===== src/rtl/amclk_pkg.sv =====
package amclk_pkg;

   localparam int SEL_W   = 3;
   localparam int RATIO_W = 4;
   localparam int NUM_CH  = 2;
   localparam int MAX_SRC = 1 << SEL_W;

   typedef enum logic [1:0] {
      OUT_OFF   = 2'd0,
      OUT_RUN   = 2'd1,
      OUT_RSV_A = 2'd2,
      OUT_RSV_B = 2'd3
   } out_code_e;

   typedef struct packed {
      out_code_e            code;
      logic [RATIO_W-1:0]   ratio;
      logic [SEL_W-1:0]     sel;
   } chan_cfg_t;

endpackage


===== src/rtl/amclk_cfg_reg.sv =====
module amclk_cfg_reg
   import amclk_pkg::*;
#(
   parameter int SEL_RESET   = 2,
   parameter int RATIO_RESET = 0
) (
   input  logic                    clk,
   input  logic                    rst_n,
   input  logic                    we,
   input  logic [31:0]             wdata,
   output chan_cfg_t [NUM_CH-1:0]  cfg
);

   localparam logic [SEL_W-1:0]   SEL_RST   = SEL_W'(SEL_RESET);
   localparam logic [RATIO_W-1:0] RATIO_RST = RATIO_W'(RATIO_RESET);

   chan_cfg_t [NUM_CH-1:0] cfg_q;
   chan_cfg_t [NUM_CH-1:0] cfg_d;

   logic unused_bits;
   assign unused_bits = ^{wdata[31], wdata[27], wdata[11:0]};

   always_comb begin
      cfg_d[0].code  = out_code_e'(wdata[15:14]);
      cfg_d[0].ratio = wdata[23:20];
      cfg_d[0].sel   = wdata[30:28];
      cfg_d[1].code  = out_code_e'(wdata[13:12]);
      cfg_d[1].ratio = wdata[19:16];
      cfg_d[1].sel   = wdata[26:24];
   end

   always_ff @(posedge clk) begin
      if (!rst_n) begin
         for (int i = 0; i < NUM_CH; i++) begin
            cfg_q[i].code  <= OUT_OFF;
            cfg_q[i].ratio <= RATIO_RST;
            cfg_q[i].sel   <= SEL_RST;
         end
      end else if (we) begin
         cfg_q <= cfg_d;
      end
   end

   assign cfg = cfg_q;

   // register changes only on a write
   assert_hold_without_write_R2: assert property (@(posedge clk) disable iff (!rst_n)
      !we |=> $stable(cfg_q));

endmodule


===== src/rtl/amclk_divider.sv =====
module amclk_divider
   import amclk_pkg::*;
#(
   parameter int NUM_SRC = 4
) (
   input  logic               clk,
   input  logic               rst_n,
   input  logic [NUM_SRC-1:0] src_ce,
   input  chan_cfg_t          cfg,
   output logic               tick,
   output logic               sel_ok
);

   logic [MAX_SRC-1:0] src_pad;
   logic               run_q;
   logic [SEL_W-1:0]   act_sel;
   logic [RATIO_W-1:0] act_ratio;
   logic [RATIO_W-1:0] cnt;
   logic               src_hit;

   generate
      if (NUM_SRC < MAX_SRC) begin : g_padded
         assign src_pad = {{(MAX_SRC-NUM_SRC){1'b0}}, src_ce};
         assign sel_ok  = ({1'b0, act_sel} < (SEL_W+1)'(NUM_SRC));
      end else begin : g_full
         assign src_pad = src_ce;
         assign sel_ok  = 1'b1;
      end
   endgenerate

   assign src_hit = sel_ok && src_pad[act_sel];
   assign tick    = run_q && src_hit && (cnt == act_ratio);

   always_ff @(posedge clk) begin
      if (!rst_n) begin
         run_q     <= 1'b0;
         act_sel   <= '0;
         act_ratio <= '0;
         cnt       <= '0;
      end else begin
         run_q <= (cfg.code == OUT_RUN);
         if (!run_q || tick) begin
            act_sel   <= cfg.sel;
            act_ratio <= cfg.ratio;
            cnt       <= '0;
         end else if (src_hit) begin
            cnt <= cnt + RATIO_W'(1);
         end
      end
   end

   // a running path keeps its settings until the terminal count
   assert_hold_until_terminal_R8: assert property (@(posedge clk) disable iff (!rst_n)
      (run_q && !tick) |=> ($stable(act_sel) && $stable(act_ratio)));

   // counter never passes the active ratio
   assert_cnt_bound_R3: assert property (@(posedge clk) disable iff (!rst_n)
      run_q |-> (cnt <= act_ratio));

   // a missing source yields no tick
   assert_no_tick_bad_sel_R7: assert property (@(posedge clk) disable iff (!rst_n)
      !sel_ok |-> !tick);

endmodule


===== src/rtl/amclk_gate.sv =====
module amclk_gate (
   input  logic clk,
   input  logic rst_n,
   input  logic en,
   input  logic sel_ok,
   input  logic tick,
   output logic mclk,
   output logic stb
);

   logic mclk_q;
   logic stb_q;

   always_ff @(posedge clk) begin
      if (!rst_n) begin
         mclk_q <= 1'b1;
         stb_q  <= 1'b0;
      end else begin
         stb_q <= tick && en;
         if (!en || !sel_ok)
            mclk_q <= 1'b1;
         else if (tick)
            mclk_q <= ~mclk_q;
      end
   end

   assign mclk = mclk_q;
   assign stb  = stb_q;

   // a stopped path parks high with no strobe
   assert_park_high_R5: assert property (@(posedge clk) disable iff (!rst_n)
      !en |=> (mclk_q && !stb_q));

   // missing source keeps the output high
   assert_bad_sel_high_R7: assert property (@(posedge clk) disable iff (!rst_n)
      !sel_ok |=> mclk_q);

   // a falling edge only comes with a strobe
   assert_fall_with_strobe_R3: assert property (@(posedge clk) disable iff (!rst_n)
      (!mclk_q && $past(mclk_q)) |-> stb_q);

endmodule


===== src/rtl/amclk_gen.sv =====
module amclk_gen
   import amclk_pkg::*;
#(
   parameter int NUM_SRC     = 4,
   parameter int SEL_RESET   = 2,
   parameter int RATIO_RESET = 0
) (
   input  logic               clk,
   input  logic               rst_n,
   input  logic               ctrl_we,
   input  logic [31:0]        ctrl_wdata,
   input  logic [NUM_SRC-1:0] sys_ce,
   output logic [NUM_CH-1:0]  mclk,
   output logic [NUM_CH-1:0]  mclk_stb
);

   generate
      if (NUM_SRC < 1 || NUM_SRC > MAX_SRC) begin : g_bad_src
         $error("NUM_SRC must lie between 1 and the select range");
      end
      if (SEL_RESET < 0 || SEL_RESET >= MAX_SRC) begin : g_bad_sel_rst
         $error("SEL_RESET does not fit the select field");
      end
      if (RATIO_RESET < 0 || RATIO_RESET >= (1 << RATIO_W)) begin : g_bad_ratio_rst
         $error("RATIO_RESET does not fit the ratio field");
      end
   endgenerate

   chan_cfg_t [NUM_CH-1:0] cfg;

   amclk_cfg_reg #(
      .SEL_RESET   (SEL_RESET),
      .RATIO_RESET (RATIO_RESET)
   ) u_cfg (
      .clk   (clk),
      .rst_n (rst_n),
      .we    (ctrl_we),
      .wdata (ctrl_wdata),
      .cfg   (cfg)
   );

   generate
      for (genvar ch = 0; ch < NUM_CH; ch++) begin : g_path
         logic tick;
         logic sel_ok;
         logic en;

         assign en = (cfg[ch].code == OUT_RUN);

         amclk_divider #(.NUM_SRC(NUM_SRC)) u_div (
            .clk    (clk),
            .rst_n  (rst_n),
            .src_ce (sys_ce),
            .cfg    (cfg[ch]),
            .tick   (tick),
            .sel_ok (sel_ok)
         );

         amclk_gate u_gate (
            .clk    (clk),
            .rst_n  (rst_n),
            .en     (en),
            .sel_ok (sel_ok),
            .tick   (tick),
            .mclk   (mclk[ch]),
            .stb    (mclk_stb[ch])
         );
      end
   endgenerate

endmodule


===== config.mk =====
export PLATFORM = sky130hd
export DESIGN_NAME = amclk_gen
export DESIGN_NICKNAME = d
export VERILOG_FILES = /design/src/rtl/amclk_pkg.sv /design/src/rtl/amclk_cfg_reg.sv /design/src/rtl/amclk_divider.sv /design/src/rtl/amclk_gate.sv /design/src/rtl/amclk_gen.sv
export SDC_FILE = /design/constraint.sdc
export NUM_CORES = 1
export LEC_CHECK = 0
export BUFFER_PORTS_ARGS = -buffer_cell sky130_fd_sc_hd__clkbuf_2
export CAP_MARGIN = 20
export CORE_MARGIN = 1
export CORE_UTILIZATION = 50
export CTS_CLUSTER_SIZE = 16
export DETAILED_ROUTE_END_ITERATION = 7
export PLACE_DENSITY_LB_ADDON = 0.2
export SETUP_SLACK_MARGIN = 0.3
export SKIP_CTS_REPAIR_TIMING = 1
export SYNTH_ARGS = -nofsm -noshare
export SYNTH_HDL_FRONTEND = slang
export SYNTH_SLANG_ARGS = --single-unit

===== constraint.sdc =====
create_clock -name clk -period 3.2 [get_ports clk]
set_input_delay 0.64 -clock clk [delete_from_list [all_inputs] [get_ports clk]]
set_output_delay 0.64 -clock clk [all_outputs]
set_load 0.03 [all_outputs]

# Word-level counts from Yosys, hierarchy flattened

Index checks and enable logic that the tools add are counted.

Register bits: 46
Input bits: 39

$add $sub $neg: 2
$lt $le $gt $ge: 4
Eq/ne operators: 4
Mux-type cells: 4
Bitwise gates (word level): 3
Reduce and logical (&&, ||, !) cells: 22

Operator list:

| operator                                                              | number |
|---|---|
| 4-bit by 1-bit adder with 4-bit output (second input constant)        | 2 |
| 4-bit == test                                                         | 2 |
| 1-bit logical AND                                                     | 8 |
| 3-bit by 4-bit < comparator with 1-bit output (second input constant) | 2 |
| 2-bit OR reduction                                                    | 4 |
| 1-bit binary-select mux with 3-bit select                             | 2 |
| 1-bit logical NOT                                                     | 6 |
| 3-bit < comparator (second input constant)                            | 2 |
| 2-bit by 1-bit == test with 1-bit output (second input constant)      | 2 |
| 1-bit logical OR                                                      | 4 |
| 1-bit inverter                                                        | 3 |
| 1-bit 2-to-1 mux                                                      | 2 |

# Longest topological paths before layout

Word-level depth: 7
Mapped depth: 6
Gate-level depth less buffers: 4

# By module

Synthesis repeated with hierarchy kept, for this count alone.

Cells, all modules: 217
Area, all modules: 2092.0 um^2

Modules (own cells, without submodules):

| module        | instances | cells each | area an instance (um^2) |
|---|---|---|---|
| amclk_divider | 2         | 74         | 629.4 |
| amclk_cfg_reg | 1         | 57         | 683.2 |
| amclk_gate    | 2         | 5          | 61.3 |
| amclk_gen     | 1         | 2          | 27.5 |

# Least setup slack after synthesis

No wires, ideal clock.

Path type: in2reg
From: in rst_n
To: reg g_path[1].u_gate.mclk_q
Setup time: 134 ps
Data arrival time: 1673 ps
Data required time: 3066 ps
Setup slack: 1393 ps
Cell stages on the path: 4
Buffers on the path: 1
Cell sequence: clkbuf_1 -> nand2_1 -> or2_2 -> or4_1

Longest elaborated chain between the ends: 2

Ends and longest elaborated chain:

| what                                | line             | RTL |
|---|---|---|
| start, declared                     | amclk_gen.sv:9   | `input logic rst_n,` |
| 1-bit inverter (no source line)     | n/a              |  |
| 2-bit OR reduction (no source line) | n/a              |  |
| end signal, assigned                | amclk_gate.sv:23 | `mclk_q <= ~mclk_q;` |
| end, declared                       | amclk_gate.sv:11 | `logic mclk_q;` |

Every way passes these cells.
A chain may end at the register's enable or synchronous reset.

# Worst setup path after layout

From: reg g_path[0].u_div.act_sel[1]
To: reg g_path[0].u_div.act_ratio[3]

Longest elaborated chain between the ends: 6

Ends and longest elaborated chain:

| what                                      | line                | RTL |
|---|---|---|
| start, declared                           | amclk_divider.sv:16 | `logic [SEL_W-1:0] act_sel;` |
| start signal, assigned                    | amclk_divider.sv:43 | `act_sel <= cfg.sel;` |
| 1-bit binary-select mux with 3-bit select | amclk_divider.sv:31 | `assign src_hit = sel_ok && src_pad[act_sel];` |
| 1-bit 2-to-1 mux (not written as such)    | amclk_divider.sv:31 |  |
| 1-bit logical AND *                       | amclk_divider.sv:31 |  |
| 1-bit logical AND * (2 in a row)          | amclk_divider.sv:32 | `assign tick = run_q && src_hit && (cnt == act_ratio);` |
| 1-bit logical OR *                        | amclk_divider.sv:42 | `if (!run_q \|\| tick) begin` |
| end signal, assigned                      | amclk_divider.sv:44 | `act_ratio <= cfg.ratio;` |
| end, declared                             | amclk_divider.sv:17 | `logic [RATIO_W-1:0] act_ratio;` |

Every way passes the cells marked *; elsewhere a longest branch is shown, timed or not. The select of a mux whose other input is x is not followed.

==> reports/metrics.yaml <==
critical_path_class: "register to register"
min_from: "u_cfg.cfg[13]"
design_area_um2: 2330
r2r-end: "g_path[0].u_div.act_ratio[3]"
power_density_nw_per_um2: 457
wl_per_cell_um: 12.3
synth-async-reset-ratio_pct: 0
clk_pin_slew_worst_paths_ps: 80
antenna_found_initial: 0
fin_worst_skew_ps: 4.09
maxSlewViolCount: 0
crit_arrival_ps: 2060
vdd.ir_drop.worst_v: 0.000266
synth_edf_count: 0
multi_input_area_um2: 1090
ys_top_cells_by_area: "dfxtp_1 44%, mux2i_1 16%, nand2_1 6.9%"
portBuffers: 28
clockBufferDepth: 2
cts_buffers: 5
worst_hold_path_type: "register to register"
wl_mm: 3.64
synth_seq_area_share_pct: 43.6
num-fill-cells: 387
maxCapViolations: 0
hold_ws_ps: 459
route.detailed.drc: 0
htreeDepth: 2
status: "finished, final reports clean"
synth_top_flop_cell: "dfxtp_1"
hpwlAfterDp_mm: 2.60
synth_common_cells: "46 x dfxtp_1, 39 x nand2_1, 33 x mux2i_1, 17 x nor2b_1, 9 x o211ai_1"
fmax_ghz: 0.545
yosysTopAreaCell: "dfxtp_1"
n_antenna_cell: 0
grt_max_degree: 33
grt_pass1_vias: 1363
r2r_slack_ps: 1370
postRouteAntennaNets: 0
setup_tns_ps: 0
core-area_um2: 4030
vias: 1520
dieArea_um2: 4490
layout-drive-gt1-share_pct: 18.4
avgSynthCellArea_um2: 9.48
rows: 23
avgViaCountPerCell: 5.15
cts_root_buf: "clkbuf_8"
yosysTopAreaCellShare_pct: 43.6
worst_hold_path.endpoint: "g_path[1].u_div.act_ratio[1]"
finalCriticalPeriod_ps: 1830
clock-sinks: 46
relSlewSlack_pct: 61.4
ios: 43
min_delay_path_depth: 2
start_util_pct: 52.5
insertion_delay_ps: 300
p_leak_nw: 0.910
seqCellArea_um2: 921
reg2reg_depth: 4
ys_ff_latch: 46
drt_iter0_drc: 93
syn-instance-count: 223
finalSetupViolCount: 0
final_net_count: 286
reg2reg_from: "g_path[0].u_div.act_sel[1]"
synth_area_um2: 2110
rsz0062_at_grt: "false"
place_area_um2: 2250
place.gp.congestion: 0.866
yosys.cell_count.top_type: "dfxtp_1"
startpoint_type: "register"
worst_pin_slew_ps: 579
hold_violations: 0
drt_pre_antenna_iters: 4
die_h_um: 67.0
syn_nets: 264
yosys_warnings: 0
grt_pass1_wl_mm: 6.17
grt_util_all_layers_pct: 18.5
area_delta_synth_final_pct: 10.1
die_w_um: 67.0
yosys.cell_types.count: 37
dp.cells: 288
finalNonFillerCells: 295
overflow: 0
min_period_over_period_pct: 57.3
worstPathRequired_ps: 3430
tritoncts: "yes"
crit_path_end_kind: "register"
cp_max_fo: 7
[layout make-up]
cell class	instances	share of cell area (%)
clock buffer	5	2.96
clock inverter	2	0.430
inverter	6	0.968
multi-input combinational	156	46.7
sequential	46	39.6
tap	50	2.69
timing repair buffer	30	6.67
[layout by cell type, fill, tap and decap left out, drive strengths merged, types with 3 or more instances in the layout]
master | synthesis | layout
a21oi | 4 | 4
clkbuf | 6 | 33
dfxtp | 46 | 46
inv | 6 | 6
mux2i | 33 | 33
nand2 | 39 | 39
nand3 | 4 | 4
nand4 | 4 | 4
nor2 | 3 | 3
nor2b | 17 | 17
nor4 | 4 | 4
o211ai | 10 | 10
o21ai | 4 | 4
xnor2 | 8 | 8
[critical path, cell delays in order, from the launching register on]
cell and delay, ps:
dfxtp_1 380, mux2_2 380, a22oi_2 340, o21a_1 420, mux2i_1 240
[report_power, final]
group | switching, W | total (W) | internal [W]
Combinational | 0.0000649 | 0.000120 | 0.0000548
Clock | 0.000185 | 0.000331 | 0.000147
Sequential | 0.0000160 | 0.000612 | 0.000596
Total | 0.000266 | 0.00106 | 0.000797
[how the worst max path moves through the flow]
stage | start | endpoint | slack, ps
detailed placement | rst_n | g_path[1].u_gate.mclk | 1070
finish | g_path[0].u_div.act_sel[1] | g_path[0].u_div.act_ratio[3] | 1370
global route | g_path[0].u_div.act_sel[1] | g_path[0].u_div.act_ratio[3] | 1240
CTS | g_path[0].u_div.act_sel[1] | g_path[0].u_div.act_ratio[3] | 1340
floorplan | rst_n | g_path[1].u_gate.mclk | 1390
global placement | rst_n | g_path[1].u_gate.mclk | 1080
[per-layer routing]
layer,global-route usage (%),wire length (um)
met3,5.48,182
met5,0,0
met4,7.98,68
met2,24.5,1430
met1,27.0,1960
[through the flow]
stage	worst slack, ps	util (%)	total power, W
global placement	1080	55.8	0.000742
finish	1370	57.7	0.00106
CTS	1340	57.7	0.00108
floorplan	1390	-	0.000714
detailed placement	1070	55.8	0.000746
global route	1240	57.7	0.00111
[registers in the layout, summed over array words and instances, names as in the netlist]
signal	count
g_path.u_div.run_q	2
u_cfg.cfg	18
g_path.u_div.act_sel	6
g_path.u_div.act_ratio	8
g_path.u_div.cnt	8
g_path.u_gate.stb	2
g_path.u_gate.mclk	2
[kinds of logic after synthesis]
family / Yosys count / synth area share (%)
AOI/OAI and AO/OA: 26 / 8.94
xor gates and xnor gates: 8 / 3.32
adders and majority gates: 2 / 1.18
buffers and inverters: 21 / 5.03
DFF: 46 / 43.6
muxes: 35 / 16.7
and+or+nand+nor: 85 / 21.3
No activity file was read; power rests on OpenSTA's default activity.
